### src/rtl/dram_cke_ctl.sv
module dram_cke_ctl #(
  parameter int NR = 4,
  parameter int PW = 8
) (
  input  logic          clk,
  input  logic          rst_n,
  input  logic          cfg_wr,
  input  logic          cfg_wdata,
  input  logic [NR-1:0] rank_present,
  input  logic [2:0]    pkg_state,
  input  logic [PW-1:0] pend_cnt,
  input  logic          req_new,
  input  logic          suspend_req,
  output logic [NR-1:0] cke,
  output logic [NR-1:0] cke_oe,
  output logic [NR-1:0] cs_oe,
  output logic          sr_enter,
  output logic          sr_exit,
  output logic          req_ready,
  output logic          susp_done
);
  localparam logic [2:0] PKG_DEEP_A = 3'd3;
  localparam logic [2:0] PKG_DEEP_B = 3'd6;

  typedef enum logic [2:0] {
    S_OFF, S_ACTIVE, S_ENTRY, S_SR, S_EXIT, S_FLUSH, S_SENTRY, S_SUSP
  } st_t;

  st_t st, st_nx;
  logic [NR-1:0] fitted;
  logic cke_on, deep, idle;

  assign deep   = (pkg_state == PKG_DEEP_A) || (pkg_state == PKG_DEEP_B);
  assign idle   = (pend_cnt == '0) && !req_new;
  assign cke_on = (st == S_ACTIVE) || (st == S_ENTRY) || (st == S_EXIT) ||
                  (st == S_FLUSH) || (st == S_SENTRY);

  always_comb begin
    st_nx = st;
    case (st)
      S_OFF:    if (cfg_wr && cfg_wdata) st_nx = S_ACTIVE;
      S_ACTIVE: if (suspend_req) st_nx = S_FLUSH;
                else if (deep && idle) st_nx = S_ENTRY;
      S_ENTRY:  st_nx = S_SR;
      S_SR:     if (suspend_req) st_nx = S_SUSP;
                else if (!deep || !idle) st_nx = S_EXIT;
      S_EXIT:   st_nx = S_ACTIVE;
      S_FLUSH:  if (!suspend_req) st_nx = S_ACTIVE;
                else if (pend_cnt == '0) st_nx = S_SENTRY;
      S_SENTRY: st_nx = S_SUSP;
      S_SUSP:   if (!suspend_req) st_nx = S_EXIT;
      default:  st_nx = S_OFF;
    endcase
  end

  always_ff @(posedge clk or negedge rst_n) begin
    if (!rst_n) begin
      st     <= S_OFF;
      fitted <= '1;
    end else begin
      st <= st_nx;
      if (!cke_on) fitted <= rank_present;
    end
  end

  assign cke       = cke_on ? fitted : '0;
  assign cke_oe    = fitted;
  assign cs_oe     = fitted;
  assign sr_enter  = (st == S_ENTRY) || (st == S_SENTRY);
  assign sr_exit   = (st == S_EXIT);
  assign req_ready = (st == S_ACTIVE);
  assign susp_done = (st == S_SUSP);

  assert_release_by_write_R2: assert property (@(posedge clk) disable iff (!rst_n)
    ($rose(cke_on) && $past(st) == S_OFF) |-> $past(cfg_wr && cfg_wdata));
  assert_absent_undriven_R4: assert property (@(posedge clk) disable iff (!rst_n)
    (cke & ~cke_oe) == '0);
  assert_mask_frozen_live_R5: assert property (@(posedge clk) disable iff (!rst_n)
    ($past(cke_on) && cke_on) |-> $stable(cke_oe));
  assert_entry_before_drop_R6: assert property (@(posedge clk) disable iff (!rst_n)
    ($fell(cke_on) && $past(st) != S_OFF) |-> $past(sr_enter));
  assert_exit_before_ready_R8: assert property (@(posedge clk) disable iff (!rst_n)
    $rose(req_ready) |-> ($past(sr_exit) || $past(st) == S_OFF || $past(st) == S_FLUSH));
  assert_done_cke_low_R9: assert property (@(posedge clk) disable iff (!rst_n)
    susp_done |-> (cke == '0 && !req_ready));
  assert_pulses_exclusive_R6: assert property (@(posedge clk) disable iff (!rst_n)
    $onehot0({sr_enter, sr_exit, req_ready, susp_done}));
endmodule

### config.mk
export PLATFORM = sky130hd
export DESIGN_NAME = dram_cke_ctl
export DESIGN_NICKNAME = d
export VERILOG_FILES = /design/src/rtl/dram_cke_ctl.sv
export SDC_FILE = /design/constraint.sdc
export NUM_CORES = 1
export LEC_CHECK = 0
export BUFFER_PORTS_ARGS = -buffer_cell sky130_fd_sc_hd__clkbuf_2
export CORE_AREA = 2 2 39 41
export DETAILED_ROUTE_END_ITERATION = 10
export DIE_AREA = 0 0 41 43
export PLACE_DENSITY = 0.78
export SYNTH_ARGS = -nofsm -noshare
export SYNTH_HDL_FRONTEND = slang
export SYNTH_SLANG_ARGS = --single-unit
### constraint.sdc
create_clock -name clk -period 4.3 [get_ports clk]
set_clock_uncertainty 0.05 [all_clocks]
set_input_delay 0 -clock clk [delete_from_list [all_inputs] [get_ports clk]]
set_output_delay 0 -clock clk [all_outputs]
set_load 0.01 [all_outputs]
==> metrics <==
status complete, no violations; sequential-to-total area share from yosys stat 0.3357; Worst setup SP type register; Setup Viol. Count Final 0; WHS 0.06279 ns; final period utilization 0.4089; H-tree levels 1; Via Count 575; IR drop worst, VDD 0.0001829 V; num rows 14; most common cell after layout, fill and taps aside clkbuf_2; core area 0.001384 mm2; Clock Root Buffer clkbuf_4; Max-Cap Viols 0; Iter 0 DRT Violations 6; dominant synthesized flop cell dfstp_2; DRC viols 0; DR vias/cell 5.180; Inserted Clock Buffers 3; cell area power density about 610 mW/mm2; Clk pin slew, worst setup/hold paths 0.05 ns; Worst Setup End Kind register; pre-CTS setup slack 2.554 ns; drt total wl 1179 um; Leakage roughly 0.00036 uW; Ports 37; die height 43 um; commonest cells after routing, fill and taps aside clkbuf_2, dlygate4sd3_1; RD Place Congestion approximately 0.84; post-synthesis net count a little under 80; Critical Setup Path Class reg2reg; synth-to-layout area growth 38.23%; max-slew violation count 0; IO buf count 36; hold crit path type in2reg; endpoints failing hold 0; initial antenna violation count 0; worst rel slew slack 0.6300; Initial Util 0.3879; Max clock buf depth 2; largest net degree at the start of global routing 13; Data required, critical path 4.39 ns; post-CTS setup buffers 0; top cell type by total area after synthesis dfstp_2; Syn Area/Cell 9.255 um2; Die ar. 0.001763 mm2; Synth top area share 0.1958; Cells after Synth 58; Yosys Warn Count 0; f_max 0.5687 GHz; post-route setup slack 2.542 ns; clk sinks 7; GR Util All Layers 0.1434; Final ANT Viol Nets 0; Finished Cell Area 742.0 um2; Slew @ Worst Pin 0.5549 ns; asr flop ratio synth 1.000; layout cells sized above 1 0.5053; Critical Path AT ~1.9 ns; CTS tree done; Crit Path Max Fanout 12; synth top area cells dfstp_2, dfrtp_1, mux2_2, buf_4, buf_6; residual overflow from global routing 0; Synth cell types 28; placed inst area roughly 670 um2; wire length per cell 10.62 um; RSZ-0062 raised after global routing no; post-route setup TNS 0 ns; number of nets in the layout 117; DP Wirelength 914.7 um; Post-Synthesis Cell Area between 500 and 600 um2; Final min period 1.758 ns; FF+latch count, synth 7; die width 41 um; Filler Cell Count 123; clk_lat worst skew between 0.2 and 0.3 ns; first-pass GRT wire length ~1700 um; vias in the first global route 452; Post-synth EDFFs 0; Ant. Diodes 0; Detailed Routing Iterations Pass 1 4
## power by group
group	internal (uW)	total (uW)	switching, uW	leakage, uW
sequential	109	147	37.9	0.0000796
clock	35.3	58.3	23.0	0.0000150
combinational	127	245	118	0.000269
total	271	450	179	0.000364
## routing by layer
layer	wire length, um	GRT usage	vias to the layer above
met5	0	0	-
met4	25	0.1000	0
met3	133	0.03141	3
met2	515	0.2250	38
met1	505	0.1607	252
li1	-	-	282
## through the flow
step / power (uW) / instances / utilization
6_report: 450.0 / 111 / 0.5362
3_3_place_gp: 380.5 / 102 / 0.4810
3_5_place_dp: 389.1 / 102 / 0.4810
2_1_floorplan: 338.5 / 58 / -
4_1_cts: 453.5 / 111 / 0.5362
5_1_grt: 492.0 / 111 / 0.5362
## layout make-up
class | count | area, um2 | share of cell area
well taps | 16 | 20.02 | 0.02698
clock buffers | 4 | 26.28 | 0.03541
repair buffers | 41 | 230.2 | 0.3103
inverters | 3 | 11.26 | 0.01518
multi-input cells | 40 | 274.0 | 0.3693
flip-flops and latches | 7 | 180.2 | 0.2428
## critical path, stage by stage, from the launching register on
cell,delay [ns]
dfrtp_1,0.54
a2111oi_0,0.14
or3_1,0.41
a211o_1,0.32
o21ba_1,0.18
## state kept, by name, indices dropped and copies added (netlist names)
register	count
st	3
cke_oe	4
## synthesized netlist by cell type (2+ instances only)
master and instances:
nor3_1 3, o31ai_1 2, and2_1 4, inv_1 3
nand2_1 2, buf_4 5, mux2_2 4, a21oi_1 4
nor2_1 2, dfstp_2 4, buf_6 3, dfrtp_1 3
a2111oi_0 2, nor4_1 2, nand3_1 2
## path summary, 6_finish.rpt
kind | depth (start not counted) | slack, ns | startpoint | endpoint
max in group asynchronous | 2 | 3.90 | rst_n | cke_oe[0]$_DFFE_PN1P_
hold reg to reg | 1 | 0.58 | cke_oe[1]$_DFFE_PN1P_ | cke_oe[1]$_DFFE_PN1P_
hold / removal | 4 | 0.06 | pend_cnt[6] | st[1]$_DFFE_PN0P_
min in group asynchronous | 2 | 0.07 | rst_n | st[1]$_DFFE_PN0P_
setup / recovery | 4 | 2.54 | st[1]$_DFFE_PN0P_ | st[0]$_DFFE_PN0P_
setup reg to reg | 4 | 2.54 | st[1]$_DFFE_PN0P_ | st[0]$_DFFE_PN0P_
## cells by family (layout without fill, tap and decap cells)
kind of cell,Yosys count,count (layout),synth area share
buffers and inverters,11,48,0.1538
multiplexers,4,4,0.08391
AO/OA/AOI/OAI,13,13,0.1678
AND/OR/NAND/NOR,22,22,0.2425
XOR/XNOR,1,1,0.01632
flip-flops,7,7,0.3357
## what timing repair did
action | in CTS | in global routing
hold endpoints to repair | 11 | 0
endpoints found under the setup margin | 0 | 0
resized for setup | 0 | 0
hold buffers | 5 | 0
Power figures use the tool's default switching activity.
